**config.mk**
```make
export PLATFORM = sky130hd
export DESIGN_NAME = ring_row_scanner
export DESIGN_NICKNAME = d
export VERILOG_FILES = /design/src/rtl/ring_scan_pkg.sv /design/src/rtl/ring_row_bank.sv /design/src/rtl/ring_scan_fsm.sv /design/src/rtl/ring_row_mux.sv /design/src/rtl/ring_row_scanner.sv
export SDC_FILE = /design/constraint.sdc
export NUM_CORES = 1
export LEC_CHECK = 0
export BUFFER_PORTS_ARGS = -buffer_cell sky130_fd_sc_hd__buf_2
export CAP_MARGIN = 15
export CORE_ASPECT_RATIO = 0.75
export CORE_MARGIN = 3
export CORE_UTILIZATION = 30
export DETAILED_ROUTE_END_ITERATION = 8
export SLEW_MARGIN = 15
export SYNTH_ARGS = -nofsm -noshare
export SYNTH_HDL_FRONTEND = slang
export SYNTH_SLANG_ARGS = --single-unit
```
**constraint.sdc**
```tcl
create_clock -name clk -period 1.99 [get_ports clk]
set_input_delay 0.199 -clock clk [delete_from_list [all_inputs] [get_ports clk]]
set_output_delay 0.199 -clock clk [all_outputs]
set_load 0.005 [all_outputs]
```
**src/rtl/ring_scan_pkg.sv**
```systemverilog
package ring_scan_pkg;

    // Controller states of the row scanner.
    typedef enum logic [1:0] {
        ST_CLEAR = 2'd0,   // external counter held in reset, data blank
        ST_SHOW  = 2'd1,   // one row displayed
        ST_STEP  = 2'd2    // external counter stepped, data blank
    } scan_state_e;

    // Mask applied to the row data of a row that carries fewer LEDs.
    function automatic logic [7:0] width_mask(input int unsigned leds);
        logic [7:0] m;
        for (int i = 0; i < 8; i++) begin
            m[i] = (i < leds);
        end
        return m;
    endfunction

endpackage

```
**src/rtl/ring_row_bank.sv**
```systemverilog
module ring_row_bank #(
    parameter int ROWS  = 8,
    parameter int ROW_W = 8,
    localparam int IDX_W = $clog2(ROWS)
) (
    input  logic             clk,
    input  logic             rst_n,
    input  logic             wr_en,
    input  logic [IDX_W-1:0] wr_row,
    input  logic [ROW_W-1:0] wr_data,
    input  logic [IDX_W-1:0] rd_row,
    output logic [ROW_W-1:0] rd_data
);

    logic [ROW_W-1:0] regs_q [ROWS];

    for (genvar r = 0; r < ROWS; r++) begin : g_row
        always_ff @(posedge clk) begin
            if (!rst_n) begin
                regs_q[r] <= '0;
            end else if (wr_en && (wr_row == IDX_W'(r))) begin
                regs_q[r] <= wr_data;
            end
        end
    end

    assign rd_data = regs_q[rd_row];

endmodule

```
**src/rtl/ring_scan_fsm.sv**
```systemverilog
module ring_scan_fsm
    import ring_scan_pkg::*;
#(
    parameter int ROWS = 8,
    localparam int IDX_W = $clog2(ROWS)
) (
    input  logic             clk,
    input  logic             rst_n,
    input  logic             scan_en,
    input  logic             dir_in,
    output logic [IDX_W-1:0] row_q,
    output logic             frame_dir_q,
    output logic             step_o,
    output logic             clear_o,
    output logic             blank_o
);

    localparam logic [IDX_W-1:0] LAST_ROW = IDX_W'(ROWS - 1);

    scan_state_e state_q, state_d;
    logic [IDX_W-1:0] row_d;
    logic             dir_d;

    // Next-state logic.
    always_comb begin
        state_d = state_q;
        row_d   = row_q;
        dir_d   = frame_dir_q;
        if (scan_en) begin
            unique case (state_q)
                ST_CLEAR: begin            // T_OPEN
                    state_d = ST_SHOW;
                    row_d   = '0;
                    dir_d   = dir_in;
                end
                ST_SHOW: begin
                    if (row_q == LAST_ROW) begin
                        state_d = ST_CLEAR; // T_WRAP
                        row_d   = '0;
                    end else begin
                        state_d = ST_STEP;  // T_STEP
                    end
                end
                ST_STEP: begin              // T_NEXT
                    state_d = ST_SHOW;
                    row_d   = row_q + IDX_W'(1);
                end
                default: begin
                    state_d = ST_CLEAR;
                    row_d   = '0;
                end
            endcase
        end
    end

    // State register.
    always_ff @(posedge clk) begin
        if (!rst_n) begin
            state_q     <= ST_CLEAR;
            row_q       <= '0;
            frame_dir_q <= 1'b0;
        end else begin
            state_q     <= state_d;
            row_q       <= row_d;
            frame_dir_q <= dir_d;
        end
    end

    // Outputs decoded from the state.
    always_comb begin
        step_o  = 1'b0;
        clear_o = 1'b0;
        blank_o = 1'b1;
        unique case (state_q)
            ST_CLEAR: clear_o = 1'b1;
            ST_SHOW:  blank_o = 1'b0;
            ST_STEP:  step_o  = 1'b1;
            default:  clear_o = 1'b1;
        endcase
    end

endmodule

```
**src/rtl/ring_row_mux.sv**
```systemverilog
module ring_row_mux
    import ring_scan_pkg::*;
#(
    parameter int ROWS    = 8,
    parameter int ROW_W   = 8,
    parameter int SHORT_W = 4,
    localparam int IDX_W = $clog2(ROWS)
) (
    input  logic [ROW_W-1:0] cw_data,
    input  logic [ROW_W-1:0] ccw_data,
    input  logic             sel_ccw,
    input  logic [IDX_W-1:0] row,
    input  logic             blank,
    output logic [ROW_W-1:0] row_data
);

    localparam logic [IDX_W-1:0] LAST_ROW   = IDX_W'(ROWS - 1);
    localparam logic [7:0]       SHORT_MASK = width_mask(SHORT_W);

    logic [ROW_W-1:0] picked;
    logic [ROW_W-1:0] mask;

    assign picked = sel_ccw ? ccw_data : cw_data;
    assign mask   = (row == LAST_ROW) ? SHORT_MASK[ROW_W-1:0] : '1;

    always_comb begin
        if (blank) begin
            row_data = '0;
        end else begin
            row_data = picked & mask;
        end
    end

endmodule

```
**src/rtl/ring_row_scanner.sv**
```systemverilog
module ring_row_scanner #(
    parameter int ROWS    = 8,
    parameter int ROW_W   = 8,
    parameter int SHORT_W = 4,
    localparam int IDX_W = $clog2(ROWS)
) (
    input  logic             clk,
    input  logic             rst_n,
    input  logic             scan_en,
    input  logic             dir_ccw,
    input  logic             wr_en,
    input  logic             wr_bank,
    input  logic [IDX_W-1:0] wr_row,
    input  logic [ROW_W-1:0] wr_data,
    output logic [ROW_W-1:0] row_data,
    output logic             cnt_step,
    output logic             cnt_reset,
    output logic [IDX_W-1:0] row_idx
);

    localparam int BANKS = 2;

    logic [IDX_W-1:0] cur_row;
    logic             frame_ccw;
    logic             blank;
    logic [ROW_W-1:0] bank_rd [BANKS];

    ring_scan_fsm #(.ROWS(ROWS)) u_fsm (
        .clk         (clk),
        .rst_n       (rst_n),
        .scan_en     (scan_en),
        .dir_in      (dir_ccw),
        .row_q       (cur_row),
        .frame_dir_q (frame_ccw),
        .step_o      (cnt_step),
        .clear_o     (cnt_reset),
        .blank_o     (blank)
    );

    for (genvar b = 0; b < BANKS; b++) begin : g_bank
        ring_row_bank #(.ROWS(ROWS), .ROW_W(ROW_W)) u_bank (
            .clk     (clk),
            .rst_n   (rst_n),
            .wr_en   (wr_en && (wr_bank == 1'(b))),
            .wr_row  (wr_row),
            .wr_data (wr_data),
            .rd_row  (cur_row),
            .rd_data (bank_rd[b])
        );
    end

    ring_row_mux #(.ROWS(ROWS), .ROW_W(ROW_W), .SHORT_W(SHORT_W)) u_mux (
        .cw_data  (bank_rd[0]),
        .ccw_data (bank_rd[1]),
        .sel_ccw  (frame_ccw),
        .row      (cur_row),
        .blank    (blank),
        .row_data (row_data)
    );

    assign row_idx = cur_row;

endmodule

```
== Yosys cells after proc, flatten, opt, wreduce, memory -nomap -nowiden ==
Memories as Yosys holds them, arrays and structs flattened. A register that Yosys moved wholly into a read port is not among the register bits.
Cells that the tools add are included.
Operators by class
  add/subtract/negate cells: 1
  eq/ne operators: 11
  multiplexer cells: 78
  bitwise gates (word level): 18
  reductions and logical operators: 24
Operators by type and width (number)
  $mux 8: 19
  $mux 1: 51
  $logic_and 1x1->1: 18
  $or 1x1->1: 16
  $eq 3x3->1 const B: 5
  $mux 3: 5
  $and 8x8->8: 1
  $eq 3x2->1 const B: 2
  $pmux 3 s2: 1
  $pmux 2 s2: 1
  $reduce_and 2->1: 2
  $reduce_or 2->1: 2
  $add 3x1->3 const B: 1
  $eq 3x1->1 const B: 1
  $logic_not 3->1: 1
  $eq 2x1->1 const B: 1
  $eq 2x2->1 const B: 1
  $logic_not 2->1: 1
  $mux 2: 1
  $ne 2x1->1 const B: 1
  $not 1->1: 1
Word-level totals
  bits in registers: 6
  memory bits (writable): 128
  input bits: 17
  output and inout port bits: 13
  memories: 2
Memory list
  g_bank[0].u_bank.regs_q: depth 8, width 8, read ports 1, clocked after Yosys merged registers in 1, wr ports 8, line ring_row_bank.sv:15  | logic [ROW_W-1:0] regs_q [ROWS];
  g_bank[1].u_bank.regs_q: depth 8, width 8, read ports 1, clocked after Yosys merged registers in 1, wr ports 8, line ring_row_bank.sv:15

== Logic depth before layout (Yosys ltp) ==
  depth after elaboration: 7
  depth in mapped cells: 6
  depth with buffers taken out: 6

== By module ==
A second synthesis with hierarchy kept.
Second synthesis, totals
  cells, all modules: 450
  area total of the unflattened synthesis: 6466.2 µm²
By module, submodules not included
  ring_row_bank: instances 2, cells each 196, area each 2989.1 µm², seq. area each 1921.8 µm²
  ring_scan_fsm: instances 1, cells each 38, area each 341.6 µm², seq. area each 120.1 µm²
  ring_row_mux: instances 1, cells each 18, area each 130.1 µm², seq. area each 0.0 µm²
  ring_row_scanner: instances 1, cells each 2, area each 16.3 µm², seq. area each 0.0 µm²

== Worst setup path before layout ==
No wires, ideal clock.
  path type: input port to flip-flop
  start: in wr_en
  end: mem g_bank[0].u_bank.regs_q[0][0], enable pin
  setup time: 0.384 ns
  data arrival time: 1.475 ns
  data required time: 1.606 ns
  setup slack: 0.131 ns
  stages on the path: 3
  cell sequence: clkbuf_2 > or3b_2 > o21ai_0
RTL lines
  from (decl): line ring_row_scanner.sv:11  | input logic wr_en,
  to (decl): line ring_row_bank.sv:15

==> summary.md <==
| Metric | Value |
|---|---|
| Lkg Pwr | `2.766 nW` |
| Final worst-path cycle share | `112.6%` |
| DRC viols | `0` |
| Crit path max fanout | `6` |
| Via count | `4,086` |
| Critical path endpoint category | `primary output` |
| PnR worst setup slack | `-0.2506 ns` |
| Leading cell types in the layout, fill and taps excluded | `128 x and2_1, 128 x edfxtp_1, 31 x buf_4, 29 x buf_2, 26 x mux2i_1` |
| Period minus WS final | `2.241 ns` |
| Share of cells above drive strength 1 | `27.64%` |
| Crit path kind | `register to primary output` |
| Largest net degree at the start of global routing | `17` |
| Max Clk Rate | `446.3 MHz` |
| Vias in the first global route | `3,979` |
| Die Ht | `133.3 µm` |
| # diodes | `0` |
| Power Internal | `5.295 mW` |
| Compound-gate portion of the synthesized area | `5.000%` |
| WL/cell | `21.01 µm` |
| Row count | `45` |
| CTS Hold Bufs | `0` |
| Post-DP HPWL | `11.62 mm` |
| Final hold vios | `0` |
| DRT antenna net count | `0` |
| Initial Util | `31.28%` |
| Cells after Synth | `464` |
| Fill cell count | `1,966` |
| Fin Setup TNS | `-1.643 ns` |
| Routability cong. | `0.8630` |
| GRT Total Usage | `14.74%` |
| Mapped cell area | `6481 µm²` |
| Post-Syn Area per Cell | `13.97 µm²` |
| Via density per instance | `4.977` |
| #FFs+latches synth | `137` |
| Number of CTS-inserted buffers | `17` |
| Logic gate share of total power | `7.4%` |
| H-tree levels | `4` |
| YS warnings | `0` |
| Area Growth Syn to Fin | `22.05%` |
| IO Pins | `30` |
| Worst hold-check path type | `input port to register` |
| Final wirelength | `17.25 mm` |
| Grt ovf | `0` |
| Slew headroom | `63.77%` |
| Clock sinks | `137` |
| Wire length of the first global-routing pass | `25.18 mm` |
| Slew @ Worst Pin | `0.5415 ns` |
| DR iter-0 viols | `504` |
| Peak supply drop | `587.7 µV` |
| Proportion of synthesized area in mux cells | `12.20%` |
| I/O Buffers | `29` |
| Chip width | `175.7 µm` |
| Max Clock Skew | `0.001628 ns` |
| Worst-Skew Late Latency | `0.42 ns` |
| P per Cell Area | `858.2 nW/µm²` |
| Final net count | `549` |
| Initial antenna violation count | `0` |
| Largest family of logic cells by synthesized area | `simple AND/OR/NAND/NOR gates` |
| # setup viols final | `8` |
| Data arrival, critical path | `2.04 ns` |
| Sequential-to-total area share from yosys stat | `62.08%` |
| Die area | `23,420 µm²` |
| Core area | `20,720 µm²` |
| P_sw | `1.494 mW` |
| Slew Limit Fails | `0` |
| Synth cell types | `31` |
| CTS tree | `done` |
| Flop pwr share | `49.9%` |
| CTS root buf | `clkbuf_16` |
| Synth Area in XOR/XNOR | `0%` |
| Switching part of the total power | `22.00%` |
| Required @ worst endpoint | `1.79 ns` |
| Deepest clock path buffer count | `2` |
| Startpoint types | `register` |
| Syn_nets | `487` |
| Maximum Capacitance Violations | `0` |
| RSZ-0062 raised after global routing | `true` |
| First-pass iteration count of the detailed router | `5` |
| Worst-path clk slew | `0.06 ns` |
| Pre-CTS setup slack | `0.06803 ns` |
| Final Util | `38.18%` |
| Clk pwr share | `42.7%` |
| Failing checks | `setup timing` |
| Status | `finished, violations left` |
| Synth Area in Simple Gates | `16.87%` |
| Post-Synth Adder-Cell Area | `1.158%` |
## state kept, by name, indices dropped and copies added, names as in the netlist, named ones only
register              count
u_fsm.state_q             2
g_bank.u_bank.regs_q    128
u_fsm.frame_dir_q         1
u_fsm.row_q               3
## Yosys cell counts
cell | number | area [µm²]
nand2b_1 | 4 | 25.02
inv_1 | 4 | 15.01
mux2i_1 | 37 | 370.4
nand3b_1 | 2 | 15.01
or2_2 | 1 | 6.260
or3b_2 | 1 | 8.760
nand4b_1 | 2 | 17.52
buf_12 | 2 | 40.04
buf_2 | 4 | 20.02
a221o_1 | 1 | 10.01
clkbuf_1 | 15 | 56.30
o21ai_0 | 22 | 110.1
ha_1 | 6 | 75.07
nand3_1 | 3 | 15.01
a221oi_1 | 9 | 78.83
or3_4 | 1 | 11.26
and2_1 | 129 | 807.0
dfxtp_1 | 9 | 180.2
buf_6 | 2 | 22.52
buf_8 | 1 | 15.01
nor2_1 | 21 | 78.83
nor2b_1 | 5 | 31.28
or2_1 | 1 | 6.260
mux4_1 | 16 | 420.4
a22oi_1 | 6 | 45.04
o21ai_1 | 10 | 50.05
nand2_1 | 14 | 52.55
nand4_1 | 3 | 18.77
a21boi_0 | 4 | 30.03
clkbuf_2 | 1 | 5.000
edfxtp_1 | 128 | 3844
## through the flow
step / cell area (µm²) / cells / power, mW / hold WS (ns)
floorplan: 6481 / 464 / 3.632 / 0.3682
global placement: 7067 / 781 / 3.855 / 0.5006
detailed placement: 7067 / 781 / 3.869 / 0.5048
CTS: 7705 / 815 / 6.754 / 0.07043
global route: 7910 / 821 / 6.969 / 0.1014
finish: 7910 / 821 / 6.789 / 0.07970
## timing repair
item,4_1_cts,5_1_grt
hold endpoints to repair,0,0
gates cloned,1,2
setup buffers,1,4
setup endpoints to repair,8,8
resized for setup,32,43
pin swaps,0,8
## critical path, stage by stage (launching register included)
cell and delay [ns]:
dfxtp_4 0.43, buf_12 0.13, buf_16 0.13, mux4_2 0.54, o21ai_2 0.14, nand2_1 0.11, buf_2 0.14
## cells by family after synthesis
group	after synthesis
AO/OA/AOI/OAI	52
adder cells (fa/ha/maj)	6
buffers and inverters	29
flip-flops	137
multiplexers	53
AND/OR/NAND/NOR	187
## area by class of cell
cell class,count,area [µm²],area share [%]
Sequential cell,137,4034,51.00
Multi-Input combinational cell,298,2429,30.70
Timing Repair Buffer,68,546.8,6.912
Clock buffer,29,490.5,6.201
Tap cell,282,352.8,4.461
Clock inverter,3,42.54,0.5378
Inverter,4,15.01,0.1898
## path summary, 6_finish.rpt
| path | slack, ns | cells past startpoint | endpoint | from |
|---|---|---|---|---|
| setup / recovery | -0.25 | 6 | row_data[2] | register |
| hold / removal | 0.08 | 3 | u_fsm.frame_dir_q | dir_ccw |
| setup reg to reg | 0.46 | 6 | register | u_fsm.row_q[1] |
| hold reg to reg | 0.52 | 2 | u_fsm.frame_dir_q | u_fsm.frame_dir_q |
## power groups by stage
stage | combinational [mW] | clock, mW | sequential, mW
2_1_floorplan | 0.231 | 0 | 3.40
6_report | 0.504 | 2.90 | 3.39
3_5_place_dp | 0.440 | 0 | 3.43
5_1_grt | 0.540 | 3.03 | 3.40
4_1_cts | 0.463 | 2.92 | 3.38
3_3_place_gp | 0.431 | 0 | 3.42
## per-layer routing
layer | part of all wire [%] | vias up | track usage [%] | wire, µm
met2 | 41 | 183 | 19.96 | 7064
met1 | 50 | 2055 | 22.48 | 8540
met4 | 1.8 | 0 | 5.319 | 316
met3 | 7.7 | 18 | 3.789 | 1330
li1 | - | 1830 | - | -
met5 | 0 | - | 0 | 0
Note: power is estimated with default switching activity, not from simulation.
